### src/rtl/smi_pkg.sv
package smi_pkg;
  typedef enum logic [1:0] {
    MODE_FULL   = 2'd0,
    MODE_HALF   = 2'd1,
    MODE_SHARED = 2'd2
  } smi_mode_e;

  localparam int CMD_BUSY_BIT = 15;
  localparam int CMD_C22_BIT  = 12;
  localparam int CMD_OP_HI    = 11;
  localparam int CMD_OP_LO    = 10;
  localparam int CMD_DEV_HI   = 9;
  localparam int CMD_DEV_LO   = 5;
  localparam int CMD_REG_HI   = 4;
  localparam int CMD_REG_LO   = 0;

  localparam logic [1:0] OP_WRITE = 2'b01;
  localparam logic [1:0] OP_READ  = 2'b10;
endpackage

### src/rtl/smi_addr_decode.sv
module smi_addr_decode
  import smi_pkg::*;
#(
  parameter int ADDR_W = 5
) (
  input  logic [ADDR_W-2:0] strap_id,
  input  logic              strap_dual,
  input  logic [ADDR_W-1:0] bus_addr,
  output smi_mode_e         mode,
  output logic              addr_match,
  output logic [ADDR_W-1:0] direct_dev
);
  localparam int STRAP_W = ADDR_W - 1;

  always_comb begin
    if (strap_dual) begin
      mode       = MODE_HALF;
      addr_match = (bus_addr[ADDR_W-1] == strap_id[STRAP_W-1]);
      direct_dev = {1'b0, bus_addr[ADDR_W-2:0]};
    end else if (strap_id == '0) begin
      mode       = MODE_FULL;
      addr_match = 1'b1;
      direct_dev = bus_addr;
    end else begin
      mode       = MODE_SHARED;
      addr_match = (bus_addr == {strap_id, 1'b0});
      direct_dev = bus_addr;
    end
  end
endmodule

### src/rtl/smi_indirect_engine.sv
module smi_indirect_engine
  import smi_pkg::*;
#(
  parameter int REG_W  = 5,
  parameter int DEV_W  = 5,
  parameter int DATA_W = 16
) (
  input  logic              clk,
  input  logic              rst_n,
  input  logic              acc_hit,
  input  logic              bus_rd,
  input  logic              bus_wr,
  input  logic [REG_W-1:0]  bus_reg,
  input  logic [DATA_W-1:0] bus_wdata,
  output logic [DATA_W-1:0] reg_rdata,
  output logic              port_req,
  output logic              port_we,
  output logic [DEV_W-1:0]  port_dev,
  output logic [REG_W-1:0]  port_reg,
  output logic [DATA_W-1:0] port_wdata,
  input  logic              port_ack,
  input  logic [DATA_W-1:0] port_rdata
);
  localparam int CMD_W = DATA_W - 1;

  logic              busy_q, busy_d;
  logic [CMD_W-1:0]  cmd_q;
  logic [DATA_W-1:0] data_q, data_d;
  logic              cmd_sel, data_sel;
  logic              cmd_wr_en, data_en, launch, finish;
  logic [1:0]        wr_op;

  assign cmd_sel  = acc_hit && (bus_reg == '0);
  assign data_sel = acc_hit && (bus_reg == REG_W'(1));
  assign wr_op    = bus_wdata[CMD_OP_HI:CMD_OP_LO];

  always_comb begin
    cmd_wr_en = cmd_sel && bus_wr && !busy_q;
    launch    = cmd_wr_en && bus_wdata[CMD_BUSY_BIT] && bus_wdata[CMD_C22_BIT]
                && ((wr_op == OP_WRITE) || (wr_op == OP_READ));
    finish    = busy_q && port_ack;
    busy_d    = busy_q;
    if (launch)      busy_d = 1'b1;
    else if (finish) busy_d = 1'b0;
    data_en   = (data_sel && bus_wr && !busy_q) || (finish && !port_we);
    data_d    = finish ? port_rdata : bus_wdata;
  end

  always_ff @(posedge clk or negedge rst_n) begin
    if (!rst_n) begin
      busy_q <= 1'b0;
      cmd_q  <= '0;
      data_q <= '0;
    end else begin
      busy_q <= busy_d;
      if (cmd_wr_en) cmd_q  <= bus_wdata[CMD_W-1:0];
      if (data_en)   data_q <= data_d;
    end
  end

  assign port_req   = busy_q;
  assign port_we    = (cmd_q[CMD_OP_HI:CMD_OP_LO] == OP_WRITE);
  assign port_dev   = DEV_W'(cmd_q[CMD_DEV_HI:CMD_DEV_LO]);
  assign port_reg   = REG_W'(cmd_q[CMD_REG_HI:CMD_REG_LO]);
  assign port_wdata = data_q;

  always_comb begin
    reg_rdata = '0;
    if (bus_rd && cmd_sel)       reg_rdata = {busy_q, cmd_q};
    else if (bus_rd && data_sel) reg_rdata = data_q;
  end
endmodule

### src/rtl/smi_port_mux.sv
module smi_port_mux #(
  parameter int REG_W  = 5,
  parameter int DEV_W  = 5,
  parameter int DATA_W = 16
) (
  input  logic              sel_indirect,
  input  logic              hit,
  input  logic              bus_rd,
  input  logic              bus_wr,
  input  logic [DEV_W-1:0]  dir_dev,
  input  logic [REG_W-1:0]  bus_reg,
  input  logic [DATA_W-1:0] bus_wdata,
  input  logic              eng_req,
  input  logic              eng_we,
  input  logic [DEV_W-1:0]  eng_dev,
  input  logic [REG_W-1:0]  eng_reg,
  input  logic [DATA_W-1:0] eng_wdata,
  input  logic [DATA_W-1:0] eng_rdata,
  input  logic              int_ack,
  input  logic [DATA_W-1:0] int_rdata,
  output logic              int_req,
  output logic              int_we,
  output logic [DEV_W-1:0]  int_dev,
  output logic [REG_W-1:0]  int_reg,
  output logic [DATA_W-1:0] int_wdata,
  output logic              bus_ack,
  output logic [DATA_W-1:0] bus_rdata
);
  always_comb begin
    if (sel_indirect) begin
      int_req   = eng_req;
      int_we    = eng_we;
      int_dev   = eng_dev;
      int_reg   = eng_reg;
      int_wdata = eng_wdata;
      bus_ack   = hit;
      bus_rdata = eng_rdata;
    end else begin
      int_req   = hit;
      int_we    = bus_wr;
      int_dev   = dir_dev;
      int_reg   = bus_reg;
      int_wdata = bus_wdata;
      bus_ack   = hit && int_ack;
      bus_rdata = (hit && bus_rd && int_ack) ? int_rdata : '0;
    end
  end
endmodule

### src/rtl/smi_target.sv
module smi_target
  import smi_pkg::*;
#(
  parameter int ADDR_W = 5,
  parameter int REG_W  = 5,
  parameter int DATA_W = 16
) (
  input  logic              clk,
  input  logic              rst_n,
  input  logic [ADDR_W-2:0] strap_id,
  input  logic              strap_dual,
  input  logic [ADDR_W-1:0] bus_addr,
  input  logic [REG_W-1:0]  bus_reg,
  input  logic              bus_rd,
  input  logic              bus_wr,
  input  logic [DATA_W-1:0] bus_wdata,
  output logic              bus_hit,
  output logic              bus_ack,
  output logic [DATA_W-1:0] bus_rdata,
  output logic              int_req,
  output logic              int_we,
  output logic [ADDR_W-1:0] int_dev,
  output logic [REG_W-1:0]  int_reg,
  output logic [DATA_W-1:0] int_wdata,
  input  logic              int_ack,
  input  logic [DATA_W-1:0] int_rdata
);
  localparam int DEV_W = ADDR_W;

  logic [1:0] rst_sync_q;
  logic       core_rst_n;

  always_ff @(posedge clk or negedge rst_n) begin
    if (!rst_n) rst_sync_q <= 2'b00;
    else        rst_sync_q <= {rst_sync_q[0], 1'b1};
  end
  assign core_rst_n = rst_sync_q[1];

  smi_mode_e         mode;
  logic              addr_match, hit, sel_indirect;
  logic [DEV_W-1:0]  dir_dev;
  logic [DATA_W-1:0] eng_rdata, eng_wdata;
  logic              eng_req, eng_we;
  logic [DEV_W-1:0]  eng_dev;
  logic [REG_W-1:0]  eng_reg;

  smi_addr_decode #(.ADDR_W(ADDR_W)) u_dec (
    .strap_id   (strap_id),
    .strap_dual (strap_dual),
    .bus_addr   (bus_addr),
    .mode       (mode),
    .addr_match (addr_match),
    .direct_dev (dir_dev)
  );

  assign hit          = addr_match && (bus_rd || bus_wr);
  assign sel_indirect = (mode == MODE_SHARED);
  assign bus_hit      = hit;

  smi_indirect_engine #(.REG_W(REG_W), .DEV_W(DEV_W), .DATA_W(DATA_W)) u_eng (
    .clk        (clk),
    .rst_n      (core_rst_n),
    .acc_hit    (hit && sel_indirect),
    .bus_rd     (bus_rd),
    .bus_wr     (bus_wr),
    .bus_reg    (bus_reg),
    .bus_wdata  (bus_wdata),
    .reg_rdata  (eng_rdata),
    .port_req   (eng_req),
    .port_we    (eng_we),
    .port_dev   (eng_dev),
    .port_reg   (eng_reg),
    .port_wdata (eng_wdata),
    .port_ack   (int_ack && sel_indirect),
    .port_rdata (int_rdata)
  );

  smi_port_mux #(.REG_W(REG_W), .DEV_W(DEV_W), .DATA_W(DATA_W)) u_mux (
    .sel_indirect (sel_indirect),
    .hit          (hit),
    .bus_rd       (bus_rd),
    .bus_wr       (bus_wr),
    .dir_dev      (dir_dev),
    .bus_reg      (bus_reg),
    .bus_wdata    (bus_wdata),
    .eng_req      (eng_req),
    .eng_we       (eng_we),
    .eng_dev      (eng_dev),
    .eng_reg      (eng_reg),
    .eng_wdata    (eng_wdata),
    .eng_rdata    (eng_rdata),
    .int_ack      (int_ack),
    .int_rdata    (int_rdata),
    .int_req      (int_req),
    .int_we       (int_we),
    .int_dev      (int_dev),
    .int_reg      (int_reg),
    .int_wdata    (int_wdata),
    .bus_ack      (bus_ack),
    .bus_rdata    (bus_rdata)
  );
endmodule

### config.mk
export PLATFORM = sky130hd
export DESIGN_NAME = smi_target
export DESIGN_NICKNAME = d
export VERILOG_FILES = /design/src/rtl/smi_pkg.sv /design/src/rtl/smi_addr_decode.sv /design/src/rtl/smi_indirect_engine.sv /design/src/rtl/smi_port_mux.sv /design/src/rtl/smi_target.sv
export SDC_FILE = /design/constraint.sdc
export NUM_CORES = 1
export LEC_CHECK = 0
export BUFFER_PORTS_ARGS = -buffer_cell sky130_fd_sc_hd__buf_2
export CORE_ASPECT_RATIO = 0.9
export CORE_MARGIN = 1.5
export CORE_UTILIZATION = 47
export DETAILED_ROUTE_END_ITERATION = 8
export PLACE_DENSITY = 0.78
export SLEW_MARGIN = 20
export SYNTH_ARGS = -nofsm -noshare
export SYNTH_HDL_FRONTEND = slang
export SYNTH_SLANG_ARGS = --single-unit
### constraint.sdc
create_clock -name clk -period 2.59 [get_ports clk]
set_clock_uncertainty 0.15 [all_clocks]
set_input_delay 0 -clock clk [delete_from_list [all_inputs] [get_ports clk]]
set_output_delay 0 -clock clk [all_outputs]
set_load 0.02 [all_outputs]
==> results.sh, run 1 <==
export IMPL_setup_viol=0
export IMPL_period_needed_ns=2.42
export IMPL_syn_area_um2=2390
export IMPL_yosys_warnings=0
export IMPL_rsz0062_at_grt="no"
export IMPL_final_max_slew_viol_count=0
export IMPL_drt_total_wl_mm=7.21
export IMPL_via_count=2489
export IMPL_irDropWorstVdd_mv=0.271
export IMPL_cpPeakStageDelay_ns=0.56
export IMPL_reg2regPathDepth=4
export IMPL_cap_violations=0
export IMPL_start_kind="flip-flop"
export IMPL_drive_gt1_share_pct=40.3
export IMPL_end_kind="flip-flop"
export IMPL_cts_root_buf="clkbuf_8"
export IMPL_first_global_vias=2376
export IMPL_h_tree_depth=2
export IMPL_crit_required_ns=2.62
export IMPL_initial_core_util_pct=49.1
export IMPL_ys_seq_area_share_pct=35.6
export IMPL_fmax_mhz=413
export IMPL_final_hold_violation_count=0
export IMPL_critPathLaunch="u_eng.port_req"
export IMPL_ctsHoldBuffers=36
export IMPL_clock_latency_ns=0.29
export IMPL_syn_to_final_growth_pct=42.2
export IMPL_final_cell_mix="nand2_1 (100), buf_2 (97), mux2_2 (38)"
export IMPL_postCtsSetupBuffers=0
export IMPL_synth_area_leaders="dfrtp_1 (36%), mux2_2 (18%), nand2_1 (16%), mux2_4 (6.3%), mux2i_1 (6.3%)"
export IMPL_post_drt_wl_per_cell_um=15.4
export IMPL_remaining_drc_errors=0
export IMPL_finalSetupTns_ns=0
export IMPL_worst_pin_slew_ns=0.689
export IMPL_grt_first_pass_wirelength_mm=11.6
export IMPL_slew_limit_headroom_pct=53.9
export IMPL_crit_fanout=17
export IMPL_cts_sinks=34
export IMPL_clockBufferDepth=2
export IMPL_synth_cells=269
export IMPL_cp_depth=4
export IMPL_drt_iter0_markers=146
export IMPL_p_per_area_nw_per_um2=392
export IMPL_cp_top_family="multiplexers"
export IMPL_hold_class="reg -> async"
export IMPL_yosys_area_top_type_share_pct=35.6
export IMPL_nets=453
export IMPL_diodes=0
export IMPL_critPathSlowestCell="dlygate4sd3_1"
export IMPL_fp_dieW_um=78.2
export IMPL_synth_nets=321
export IMPL_yosysTopAreaCell="dfrtp_1"
export IMPL_status="finished, final reports clean"
export IMPL_synthDistinctLibCells=32
export IMPL_path_buf_inv=1
export IMPL_grt_usage_pct=26.8
export IMPL_post_route_util_pct=69.9
export IMPL_port_buffers=97
export IMPL_cts_tree="yes"
export IMPL_post_cts_resized=0
export IMPL_critPathCapture="u_eng.port_wdata[15]"
export IMPL_fp_dieH_um=70.6
export IMPL_row_count=24
export IMPL_synth_seq_cells=34
export IMPL_critPathKind="reg -> reg"
export IMPL_ff2ff_setup_slack_ns=0.17
export IMPL_final_common_cell="nand2_1"
export IMPL_leakagePower_nw=1.81
export IMPL_r2r_start="u_eng.port_req"
export IMPL_ant_nets=0
export IMPL_place_ws_ns=0.220
export IMPL_io_pins=98
export IMPL_gr_total_overflow=0
export IMPL_core_area_um2=4860
export IMPL_arrival_ns=2.45
export IMPL_gp_congestion=0.876
export IMPL_nFillCells=386
export IMPL_antenna_found_initial=0
export IMPL_first_pass_iters=4
export IMPL_dieArea_um2=5520
export IMPL_r2r_end="u_eng.port_wdata[15]"
export IMPL_crit_path_cell_trace="nand3_2, mux2_2, dlygate4sd3_1, mux2_4"
export IMPL_clkSlewWorstSetupHoldPaths_ns=0.07
export IMPL_via_per_inst=5.33
export IMPL_worst_slack_ns=0.168
export IMPL_avgSynthCellArea_um2=8.88
export IMPL_cts_made_buffers=5
export IMPL_dp_hpwl_mm=4.74
export IMPL_grt_max_degree=28
export IMPL_finalCritPeriodShare_pct=93.5
[final cells by class]
| class | instances | area [µm²] | share of cell area (%) |
|---|---|---|---|
| multi-input cells | 220 | 1470 | 43.2 |
| repair buffers | 138 | 883 | 26.0 |
| flip-flops and latches | 34 | 851 | 25.0 |
| inverters | 2 | 7.51 | 0.221 |
| clock buffers | 7 | 76.3 | 2.25 |
| well taps | 65 | 81.3 | 2.39 |
| clock inverters | 1 | 30.0 | 0.884 |
[how the worst min path moves through the flow]
stage                           to  slack (ns)  cells past startpoint
6_report       u_eng.port_wdata[2]        0.04                      0
3_3_place_gp         rst_sync_q[0]       -0.36                      1
2_1_floorplan        rst_sync_q[0]       -0.45                      0
4_1_cts        u_eng.port_wdata[2]        0.05                      0
3_5_place_dp         rst_sync_q[0]       -0.36                      1
5_1_grt             u_eng.cmd_q[2]        0.07                      0
[per-stage QoR]
step	std cells	hold slack (ns)	total power [W]	instance area [µm²]
6_report	467	0.0382	0.00133	3400
5_1_grt	467	0.0702	0.00139	3400
4_1_cts	467	0.0516	0.00133	3400
3_5_place_dp	423	-0.359	0.000812	2930
3_3_place_gp	423	-0.361	0.000807	2930
2_1_floorplan	269	-0.446	0.000698	2390
[synthesized netlist by cell type (all sizes together)]
cell type  count
a211oi         1
a21o           1
a21oi          6
buf            5
clkbuf         8
conb           1
dfrtp         34
inv            2
mux2          48
mux2i         15
nand2        100
nand2b         1
nand3          3
nand3b         1
nor2           3
nor2b          1
nor3           2
nor3b          2
nor4           3
o21ai         20
o21bai         1
o22ai          2
or4            3
xnor2          1
xor2           5
[sequential cells by signal, indices dropped and copies added, names as in the netlist]
signal            flops
u_eng.port_req        1
u_eng.port_wdata     16
rst_sync_q            2
u_eng.cmd_q          15
[power by group]
group / switching [W] / internal (W) / total, W
logic: 0.000169 / 0.000135 / 0.000304
registers: 0.00000683 / 0.000536 / 0.000543
clock network: 0.000198 / 0.000288 / 0.000486
[worst register-to-register path, cell delays in order, from the launching register on]
cell and delay [ns]:
dfrtp_1 0.44, nand3_2 0.46, mux2_2 0.45, dlygate4sd3_1 0.56, mux2_4 0.26
[cell families after synthesis]
logic type             after synthesis  synth area share, %
AO/OA/AOI/OAI                       31                 7.38
XOR/XNOR                             6                 2.20
buffers and inverters               15                 3.14
flip-flops                          34                 35.6
multiplexers                        63                 30.5
other                                1                0.157
AND/OR/NAND/NOR                    119                 21.0
[metal layers]
layer,part of all wire (%),vias to the layer above,global-route usage (%),wire length [µm]
met5,0,-,0,0
met4,2.5,0,10.1,180
met3,7.3,17,5.81,524
met2,48,116,43.4,3460
met1,42,1177,35.4,3050
li1,-,1179,-,-
(Power assumes the default switching activity.)
==> run 2: changes to the inputs <==
- clock period: 2.59 -> 3.1 ns (I/O delays scaled with it)
==> run 2 against run 1 <==
Cell count down 0.21%. Die area unchanged. Clock power down 36%. Critical endpoint is now u_eng.port_wdata[2].
==> results.sh, run 2 (synthesized netlist as in run 1, its figures left out) <==
export IMPL_cap_violations=0
export IMPL_global_route_usage_met3_pct=4.90
export IMPL_core_area_um2=4860
export IMPL_worst_pin_slew_ns=0.716
export IMPL_grt_busiest_layer="met2"
export IMPL_finalSetupTns_ns=0
export IMPL_post_drt_wl_per_cell_um=15.2
export IMPL_first_global_vias=2373
export IMPL_status="finished, final reports clean"
export IMPL_use_met2_pct=42.0
export IMPL_leakagePower_nw=1.80
export IMPL_finalCritPeriodShare_pct=73.4
export IMPL_start_kind="flip-flop"
export IMPL_grt_first_pass_wirelength_mm=11.4
export IMPL_gp_congestion=0.883
export IMPL_initial_core_util_pct=49.1
export IMPL_final_hold_violation_count=0
export IMPL_drive_gt1_share_pct=40.1
export IMPL_ff2ff_setup_slack_ns=0.83
export IMPL_end_kind="flip-flop"
export IMPL_hold_class="reg -> async"
export IMPL_dieArea_um2=5520
export IMPL_grt_usage_pct=26.5
export IMPL_remaining_drc_errors=0
export IMPL_gr_total_overflow=0
export IMPL_irDropWorstVdd_mv=0.196
export IMPL_hold_slack_ns=0.116
export IMPL_row_count=24
export IMPL_clkSlewWorstSetupHoldPaths_ns=0.07
export IMPL_final_common_cell="nand2_1"
export IMPL_nFillCells=405
export IMPL_slew_limit_headroom_pct=52.1
export IMPL_critPathLaunch="u_eng.port_req"
export IMPL_critPathCapture="u_eng.port_wdata[2]"
export IMPL_antenna_found_initial=0
export IMPL_crit_required_ns=3.12
export IMPL_fmax_mhz=440
export IMPL_final_cell_mix="nand2_1 (100), buf_2 (97), mux2_2 (38)"
export IMPL_final_max_slew_viol_count=0
export IMPL_cts_made_buffers=5
export IMPL_postCtsSetupBuffers=0
export IMPL_critPathKind="reg -> reg"
export IMPL_period_needed_ns=2.27
export IMPL_seqCellArea_um2=851
export IMPL_r2r_end="u_eng.port_wdata[2]"
export IMPL_drt_iter0_markers=258
export IMPL_clock_latency_ns=0.29
export IMPL_port_buffers=97
export IMPL_cts_tree="yes"
export IMPL_syn_to_final_growth_pct=40.9
export IMPL_r2r_start="u_eng.port_req"
export IMPL_nets=453
export IMPL_via_per_inst=5.30
export IMPL_ant_nets=0
export IMPL_clockBufferDepth=2
export IMPL_drt_total_wl_mm=7.07
export IMPL_multi_input_area_um2=1470
export IMPL_diodes=0
export IMPL_grt_max_degree=33
export IMPL_rsz0062_at_grt="no"
export IMPL_io_pins=98
export IMPL_fp_dieW_um=78.2
export IMPL_cts_sinks=34
export IMPL_arrival_ns=2.30
export IMPL_via_count=2471
export IMPL_dp_hpwl_mm=4.74
export IMPL_largest_register_ffs=16
export IMPL_crit_fanout=17
export IMPL_first_pass_iters=5
export IMPL_setup_viol=0
export IMPL_h_tree_depth=2
export IMPL_use_met1_pct=37.1
export IMPL_reg2regPathDepth=3
export IMPL_cts_root_buf="clkbuf_8"
export IMPL_fp_dieH_um=70.6
export IMPL_p_per_area_nw_per_um2=302
==> run 2: timing repair <==
action / in CTS / in global routing
hold endpoints to repair: 34 / 0
resized for setup: 0 / 0
hold buffers: 36 / 0
==> run 2: how the worst min path moves through the flow <==
stage / startpoint / end / slack [ns] / cells after the start
4_1_cts: rst_sync_q[1] / u_eng.port_wdata[11] / 0.14 / 1
2_1_floorplan: rst_n / rst_sync_q[0] / -0.45 / 0
6_report: rst_sync_q[1] / u_eng.cmd_q[8] / 0.12 / 1
3_3_place_gp: rst_n / rst_sync_q[0] / -0.36 / 1
3_5_place_dp: rst_n / rst_sync_q[0] / -0.36 / 1
5_1_grt: rst_sync_q[1] / u_eng.cmd_q[8] / 0.18 / 1
==> run 2: layer usage <==
metal  share of wire (%)  up-vias
met1                  45     1178
met4                 1.7        0
met3                 6.7       11
li1                    -     1180
met2                  47      102
met5                   0        -
==> run 2: per-stage QoR <==
stage	std cells	setup WS, ns	power [W]	util (%)	area (µm²)
detailed placement	423	0.728	0.000679	60.3	2930
global placement	423	0.766	0.000675	60.3	2930
finish	466	0.826	0.00102	69.2	3370
global route	466	0.723	0.00107	69.2	3370
CTS	466	0.815	0.00101	69.2	3370
floorplan	269	0.988	0.000583	-	2390
==> run 2: worst max-delay path, cell delays in order (launching register included) <==
cell and delay (ns):
dfrtp_1 0.43, nand3_2 0.42, o21ai_4 0.74, mux2_2 0.41
==> run 2: final cells by class <==
cell class	count	area share [%]
inverter	2	0.223
tap	65	2.41
sequential	34	25.3
timing repair buffer	138	26.2
multi-input combinational	220	43.6
clock buffer	7	2.27
==> run 2: where the power goes <==
group          internal (W)  switching, W  leakage [nW]
Sequential         0.000448    0.00000313         0.470
Combinational      0.000112      0.000144          1.29
Clock              0.000155      0.000155        0.0383
